==> src/rtl/tbd_pkg.sv <==
package tbd_pkg;
  localparam int unsigned LEN_W      = 16;
  localparam int unsigned DESC_WORDS = 2;
  // word-0 bit positions, shared with software
  localparam int unsigned B_READY = 31;
  localparam int unsigned B_WRAP  = 30;
  localparam int unsigned B_IRQ   = 29;
  localparam int unsigned B_CRC   = 28;

  typedef enum logic [3:0] {
    S_HALT, S_POLL, S_W0, S_W1, S_RD, S_LD, S_EMIT, S_WB, S_STOP
  } tbd_state_e;
endpackage

==> src/rtl/tbd_ring_ptr.sv <==
module tbd_ring_ptr #(
  parameter int unsigned AW        = 10,
  parameter int unsigned RING_BASE = 0
) (
  input  logic          clk_i,
  input  logic          rst_ni,
  input  logic          adv_i,
  input  logic          wrap_i,
  output logic [AW-1:0] ptr_o
);
  localparam logic [AW-1:0] BASE = AW'(RING_BASE);
  localparam logic [AW-1:0] STEP = AW'(tbd_pkg::DESC_WORDS);

  logic [AW-1:0] ptr_q;

  always_ff @(posedge clk_i or negedge rst_ni) begin
    if (!rst_ni)     ptr_q <= BASE;
    else if (adv_i)  ptr_q <= wrap_i ? BASE : ptr_q + STEP;
  end

  assign ptr_o = ptr_q;
endmodule

==> src/rtl/tbd_byte_unpack.sv <==
module tbd_byte_unpack #(
  parameter int unsigned LW = 16
) (
  input  logic          clk_i,
  input  logic          rst_ni,
  input  logic          len_ld_i,
  input  logic [LW-1:0] len_i,
  input  logic          word_ld_i,
  input  logic [31:0]   word_i,
  input  logic          step_i,
  output logic [7:0]    byte_o,
  output logic          first_o,
  output logic          last_o,
  output logic          word_end_o
);
  logic [31:0]   word_q;
  logic [LW-1:0] rem_q;
  logic [1:0]    idx_q;
  logic          first_q;

  always_ff @(posedge clk_i or negedge rst_ni) begin
    if (!rst_ni) begin
      word_q  <= '0;
      rem_q   <= '0;
      idx_q   <= '0;
      first_q <= 1'b0;
    end else begin
      if (len_ld_i) begin
        rem_q   <= len_i;
        idx_q   <= '0;
        first_q <= 1'b1;
      end else if (step_i) begin
        rem_q   <= rem_q - LW'(1);
        idx_q   <= idx_q + 2'd1;
        first_q <= 1'b0;
      end
      if (word_ld_i)   word_q <= word_i;
      else if (step_i) word_q <= {8'h00, word_q[31:8]};
    end
  end

  assign byte_o     = word_q[7:0];
  assign first_o    = first_q;
  assign last_o     = (rem_q == LW'(1));
  assign word_end_o = (idx_q == 2'd3);
endmodule

==> src/rtl/tbd_ctrl.sv <==
module tbd_ctrl
  import tbd_pkg::*;
#(
  parameter int unsigned AW = 10
) (
  input  logic             clk_i,
  input  logic             rst_ni,
  input  logic             clr_halt_i,
  input  logic             stop_req_i,
  input  logic             stop_clr_i,
  input  logic [31:0]      mem_rdata_i,
  input  logic [AW-1:0]    ptr_i,
  input  logic             last_i,
  input  logic             word_end_i,
  output logic             mem_rd_en_o,
  output logic             mem_wr_en_o,
  output logic [AW-1:0]    mem_addr_o,
  output logic [31:0]      mem_wdata_o,
  output logic             adv_o,
  output logic             wrap_o,
  output logic             len_ld_o,
  output logic [LEN_W-1:0] len_o,
  output logic             word_ld_o,
  output logic             step_o,
  output logic             emit_o,
  output logic             crc_o,
  output logic             done_o,
  output logic             halted_o,
  output logic             stop_done_o
);
  tbd_state_e    state_q, state_d;
  logic [31:0]   desc_q;
  logic [AW-1:0] daddr_q;
  logic          stop_done_q;
  logic          quiet;

  always_comb begin
    state_d     = state_q;
    mem_rd_en_o = 1'b0;
    mem_wr_en_o = 1'b0;
    mem_addr_o  = ptr_i;
    mem_wdata_o = desc_q;
    adv_o       = 1'b0;
    len_ld_o    = 1'b0;
    word_ld_o   = 1'b0;
    step_o      = 1'b0;
    done_o      = 1'b0;
    unique case (state_q)
      S_HALT: if (clr_halt_i) state_d = S_POLL;
      S_POLL: begin
        if (stop_req_i) state_d = S_STOP;
        else begin
          mem_rd_en_o = 1'b1;
          state_d     = S_W0;
        end
      end
      S_W0: begin
        if (mem_rdata_i[B_READY]) begin
          mem_rd_en_o = 1'b1;
          mem_addr_o  = ptr_i + AW'(1);
          len_ld_o    = 1'b1;
          state_d     = S_W1;
        end else begin
          state_d = S_HALT;
        end
      end
      S_W1: state_d = (desc_q[LEN_W-1:0] == '0) ? S_WB : S_RD;
      S_RD: begin
        mem_rd_en_o = 1'b1;
        mem_addr_o  = daddr_q;
        state_d     = S_LD;
      end
      S_LD: begin
        word_ld_o = 1'b1;
        state_d   = S_EMIT;
      end
      S_EMIT: begin
        step_o = 1'b1;
        if (last_i)          state_d = S_WB;
        else if (word_end_i) state_d = S_RD;
      end
      S_WB: begin
        mem_wr_en_o         = 1'b1;
        mem_wdata_o[B_READY] = 1'b0;
        done_o              = desc_q[B_IRQ];
        adv_o               = 1'b1;
        state_d             = S_POLL;
      end
      S_STOP: if (!stop_req_i) state_d = S_POLL;
      default: state_d = S_HALT;
    endcase
  end

  always_ff @(posedge clk_i or negedge rst_ni) begin
    if (!rst_ni) begin
      state_q <= S_HALT;
      desc_q  <= '0;
      daddr_q <= '0;
    end else begin
      state_q <= state_d;
      if (state_q == S_W0) desc_q  <= mem_rdata_i;
      if (state_q == S_W1) daddr_q <= mem_rdata_i[AW-1:0];
      else if (state_q == S_RD) daddr_q <= daddr_q + AW'(1);
    end
  end

  // set wins over clear while still quiet under request
  assign quiet = (state_q == S_HALT) || (state_q == S_STOP);
  always_ff @(posedge clk_i or negedge rst_ni) begin
    if (!rst_ni)                  stop_done_q <= 1'b0;
    else if (quiet && stop_req_i) stop_done_q <= 1'b1;
    else if (stop_clr_i)          stop_done_q <= 1'b0;
  end

  assign len_o       = mem_rdata_i[LEN_W-1:0];
  assign wrap_o      = desc_q[B_WRAP];
  assign crc_o       = desc_q[B_CRC];
  assign emit_o      = (state_q == S_EMIT);
  assign halted_o    = (state_q == S_HALT);
  assign stop_done_o = stop_done_q;
endmodule

==> src/rtl/tbd_tx_engine.sv <==
module tbd_tx_engine #(
  parameter int unsigned AW        = 10,
  parameter int unsigned RING_BASE = 0
) (
  input  logic          clk_i,
  input  logic          rst_ni,
  input  logic          clr_halt_i,
  input  logic          stop_req_i,
  input  logic          stop_clr_i,
  output logic          mem_rd_en_o,
  output logic          mem_wr_en_o,
  output logic [AW-1:0] mem_addr_o,
  output logic [31:0]   mem_wdata_o,
  input  logic [31:0]   mem_rdata_i,
  output logic          tx_valid_o,
  output logic [7:0]    tx_data_o,
  output logic          tx_sof_o,
  output logic          tx_eof_o,
  output logic          tx_crc_o,
  output logic          tx_done_o,
  output logic          halted_o,
  output logic          stop_done_o
);
  import tbd_pkg::*;

  logic [AW-1:0]    ptr;
  logic             adv, wrap;
  logic             len_ld, word_ld, step, emit;
  logic [LEN_W-1:0] len;
  logic             first, last, word_end;

  tbd_ring_ptr #(.AW(AW), .RING_BASE(RING_BASE)) u_ptr (
    .clk_i  (clk_i),
    .rst_ni (rst_ni),
    .adv_i  (adv),
    .wrap_i (wrap),
    .ptr_o  (ptr)
  );

  tbd_byte_unpack #(.LW(LEN_W)) u_unpack (
    .clk_i      (clk_i),
    .rst_ni     (rst_ni),
    .len_ld_i   (len_ld),
    .len_i      (len),
    .word_ld_i  (word_ld),
    .word_i     (mem_rdata_i),
    .step_i     (step),
    .byte_o     (tx_data_o),
    .first_o    (first),
    .last_o     (last),
    .word_end_o (word_end)
  );

  tbd_ctrl #(.AW(AW)) u_ctrl (
    .clk_i       (clk_i),
    .rst_ni      (rst_ni),
    .clr_halt_i  (clr_halt_i),
    .stop_req_i  (stop_req_i),
    .stop_clr_i  (stop_clr_i),
    .mem_rdata_i (mem_rdata_i),
    .ptr_i       (ptr),
    .last_i      (last),
    .word_end_i  (word_end),
    .mem_rd_en_o (mem_rd_en_o),
    .mem_wr_en_o (mem_wr_en_o),
    .mem_addr_o  (mem_addr_o),
    .mem_wdata_o (mem_wdata_o),
    .adv_o       (adv),
    .wrap_o      (wrap),
    .len_ld_o    (len_ld),
    .len_o       (len),
    .word_ld_o   (word_ld),
    .step_o      (step),
    .emit_o      (emit),
    .crc_o       (tx_crc_o),
    .done_o      (tx_done_o),
    .halted_o    (halted_o),
    .stop_done_o (stop_done_o)
  );

  assign tx_valid_o = emit;
  assign tx_sof_o   = emit & first;
  assign tx_eof_o   = emit & last;
endmodule

==> config.mk <==
export PLATFORM = sky130hd
export DESIGN_NAME = tbd_tx_engine
export DESIGN_NICKNAME = d
export VERILOG_FILES = /design/src/rtl/tbd_pkg.sv /design/src/rtl/tbd_ring_ptr.sv /design/src/rtl/tbd_byte_unpack.sv /design/src/rtl/tbd_ctrl.sv /design/src/rtl/tbd_tx_engine.sv
export SDC_FILE = /design/constraint.sdc
export NUM_CORES = 1
export LEC_CHECK = 0
export BUFFER_PORTS_ARGS = -buffer_cell sky130_fd_sc_hd__clkbuf_2
export CORE_ASPECT_RATIO = 1.5
export CORE_UTILIZATION = 35
export CTS_BUF_LIST = sky130_fd_sc_hd__clkbuf_4 sky130_fd_sc_hd__clkbuf_8 sky130_fd_sc_hd__clkbuf_16
export DETAILED_ROUTE_END_ITERATION = 10
export PLACE_DENSITY = 0.55
export SYNTH_ARGS = -nofsm -noshare
export SYNTH_HDL_FRONTEND = slang
export SYNTH_SLANG_ARGS = --single-unit
==> constraint.sdc <==
create_clock -name clk_i -period 4.25 [get_ports clk_i]
set_input_delay 0.6375 -clock clk_i [delete_from_list [all_inputs] [get_ports clk_i]]
set_output_delay 0.6375 -clock clk_i [all_outputs]
set_load 0.05 [all_outputs]
==> impl_metrics.csv <==
group,metric,value,unit
cells_and_area,final_cells,790,
sta,tightestPinTransition,0.861,ns
cells_and_area,nets,629,
sta,setup_violations,0,
placement,io_buffers,95,
logic_synthesis,synth_cell_types,58,
power_and_ir_drop,power_frac_seq,0.362,
cells_and_area,area_growth,12.5,%
sta,min_period,3.20,ns
logic_synthesis,ys_seq_area_frac,0.485,
grt,grt-ovfl-total,0,
cells_and_area,seq_area,2680,sq um
cells_and_area,diodes,0,
logic_synthesis,syn_area_per_cell,10.2,sq um
route,via_count,4119,
worst_hold_path,hold_class,"input port to asynchronous set/reset pin",
logic_synthesis,ys_ff_latch,107,
cells_and_area,fill_cells,1516,
placement,place_inst,775,
sta,maxSlewViolCount,0,
die,die_y,156,um
route,antenna_left,0,
logic_synthesis,synth_edf_count,0,
power_and_ir_drop,p_switching,2.38,mW
worst_setup_path,crit_required,3.61,ns
sta,grt_setup_unrepaired,"false",
logic_synthesis,synth_area,5520,sq um
worst_setup_path,cp.arrival,2.57,ns
die,io_pins,96,
power_and_ir_drop,power_frac_clock,0.173,
cells_and_area,drive_above_1_share,0.277,
power_and_ir_drop,power_leakage,2.77,nW
die,start_util,0.362,
logic_synthesis,synth_cells,542,
logic_synthesis,synthArstFlopShare,1.00,
sta,min_period_over_period,0.754,
sta,hold_viol,0,
placement,gp_congestion,0.826,
clock_network,cts_buffers,9,
clock_network,cts_buffer_depth,2,
clock_network,htree_levels,3,
power_and_ir_drop,netSwitchingFraction,0.465,
status,outcome,"finished, final reports clean",
cells_and_area,mostFrequentLayoutCell,"dfrtp_1",
logic_synthesis,synth_nets,584,
clock_network,clkTransAtPathRegs,0.07,ns
die,row_count,55,
power_and_ir_drop,intPower,2.74,mW
cells_and_area,layout_common_cells,"107 x dfrtp_1, 94 x clkbuf_2, 84 x nand2_1",
grt,grt_pass1_wl,22700,um
logic_synthesis,synthFlopType,"dfrtp_1",
grt,grtUsageTotal,0.180,
route,drtIter0Drc,285,
route,met1Wirelength,5950,um
route,route.met3.wl,630,um
clock_network,clockRootBuffer,"clkbuf_16",
sta,relSlewSlack,0.426,
clock_network,cts_resized,0,
grt,grt_max_degree,67,
route,drc,0,
route,dr.pass1.iters,4,
power_and_ir_drop,pwr_density_cell,822,nW/um^2
worst_setup_path,critPathMaxFanout,24,
power_and_ir_drop,pwr-share-comb,0.465,
die,die_area,16300,sq um
route,wl_per_cell,17.5,um
placement,dp_hpwl,9850,um
die,die-width,105,um
sta,finalClockSkew,0.00802,ns
worst_setup_path,cp-start-kind,"register",
logic_synthesis,yosys_warnings,0,
job,cap_violations,0,
clock_network,cts_hold_buf,0,
power_and_ir_drop,peakVddDrop,0.425,mV
route,viasPerCell,5.21,
route,routed.top_layer,"met4",
clock_network,clk_latency,0.34,ns
worst_setup_path,critical_path_class,"register to output port",
sta,finalSetupTns,0,ns
worst_setup_path,cp-end-kind,"output port",
clock_network,tritoncts,"done",
route,drt_wl_total,13800,um
clock_network,clock-sinks,107,
power_and_ir_drop,total_power,5.11,mW
route,met2WireLength,6760,um
die,core_area,15300,sq um
grt,grt_pass1_vias,4199,
sta,clock.fmax,0.312,GHz
clock_network,post_cts_buffers,0,
grt,antenna_found_initial,0,
cells_and_area,multi_input_area,2410,sq um
-- sequential cells by signal (all words and copies together), names as in the netlist --
register            count
u_ctrl.daddr_q         10
u_unpack.idx_q          2
u_ptr.ptr_o             9
u_ctrl.stop_done_o      1
u_unpack.rem_q         16
u_ctrl.desc_q          32
u_unpack.word_q        32
u_unpack.first_o        1
u_ctrl.state_q          4
-- critical path, cell delays in order, from the launching register on --
cell and delay (ns):
dfrtp_1 0.67, and2b_1 0.28, nand3b_1 0.35, inv_2 0.46
and2_1 0.19, clkbuf_2 0.27
-- routing by layer --
layer | up-vias | global-route usage
li1 | 1983 | -
met1 | 1996 | 0.228
met2 | 120 | 0.297
met3 | 20 | 0.0301
met4 | 0 | 0.0892
met5 | - | 0
-- power by group through the flow --
stage          Combinational, mW  Sequential [mW]  Clock [mW]
6_report                    2.38             1.85       0.882
5_1_grt                     2.57             1.93       0.953
4_1_cts                     2.40             1.85       0.913
3_5_place_dp                2.39             1.87           0
3_3_place_gp                2.37             1.84           0
2_1_floorplan               2.17             1.75           0
-- cell families (layout without fill, tap and decap cells) --
family	after synthesis	in the layout	share of synthesized area
buf+inv	78	127	0.0820
simple gates	185	185	0.170
flops	107	107	0.485
compound gates	94	94	0.115
fa+ha+maj	5	5	0.0113
xor+xnor	14	14	0.0222
mux	59	59	0.114
-- layout make-up --
class                      instances  area share
sequential                       107       0.431
timing repair buffer             102      0.0854
clock inverter                     5      0.0127
clock buffer                      10      0.0374
tap                              199      0.0401
multi-input combinational        357       0.388
inverter                          10     0.00604
-- metrics by stage --
step / cell area (sq um) / util / hold slack [ns] / worst slack, ns
6_report: 6210 / 0.407 / 0.0671 / 1.05
5_1_grt: 6210 / 0.407 / 0.0532 / 0.805
4_1_cts: 6210 / 0.407 / 0.0543 / 1.03
3_5_place_dp: 5900 / 0.386 / 0.433 / 1.41
3_3_place_gp: 5900 / 0.386 / 0.434 / 1.52
2_1_floorplan: 5520 / - / 0.342 / 1.10
-- synth_stat cells (3+ instances only) --
library cell | count | share of area
a21oi_1 | 4 | 0.0036
a221o_1 | 7 | 0.013
a22o_1 | 8 | 0.013
and2_1 | 7 | 0.0079
and3_1 | 4 | 0.0045
buf_2 | 11 | 0.010
buf_4 | 39 | 0.053
clkbuf_1 | 17 | 0.012
dfrtp_1 | 107 | 0.48
ha_1 | 5 | 0.011
inv_1 | 8 | 0.0054
mux2_2 | 32 | 0.065
mux2i_1 | 27 | 0.049
nand2_1 | 84 | 0.057
nand2b_1 | 3 | 0.0034
nand3_1 | 13 | 0.012
nand3b_1 | 3 | 0.0041
nand4_1 | 8 | 0.0091
nor2_1 | 22 | 0.015
nor3_1 | 9 | 0.0082
nor3b_1 | 3 | 0.0041
nor4_1 | 11 | 0.012
o211ai_1 | 3 | 0.0041
o21ai_0 | 46 | 0.042
o21ai_1 | 3 | 0.0027
o311ai_1 | 3 | 0.0048
o41ai_1 | 3 | 0.0048
xnor2_1 | 5 | 0.0079
xor2_1 | 9 | 0.014
-- final timing paths --
kind	start	endpoint	slack (ns)	cells past startpoint
worst max-delay path	u_ctrl.state_q[1]$_DFFE_PN0P_	tx_eof_o	1.05	5
worst min-delay path	rst_ni	u_ctrl.desc_q[24]$_DFFE_PN0P_	0.07	1
worst max register to register	u_ctrl.state_q[1]$_DFFE_PN0P_	u_unpack.rem_q[14]$_DFFE_PN0P_	1.61	6
worst min register to register	u_unpack.word_q[14]$_DFFE_PN0P_	u_unpack.word_q[14]$_DFFE_PN0P_	0.48	2
max in group asynchronous	rst_ni	u_unpack.rem_q[13]$_DFFE_PN0P_	3.16	2
min in group clk_i	u_unpack.word_q[14]$_DFFE_PN0P_	u_unpack.word_q[14]$_DFFE_PN0P_	0.48	2
(Power assumes the default switching activity.)
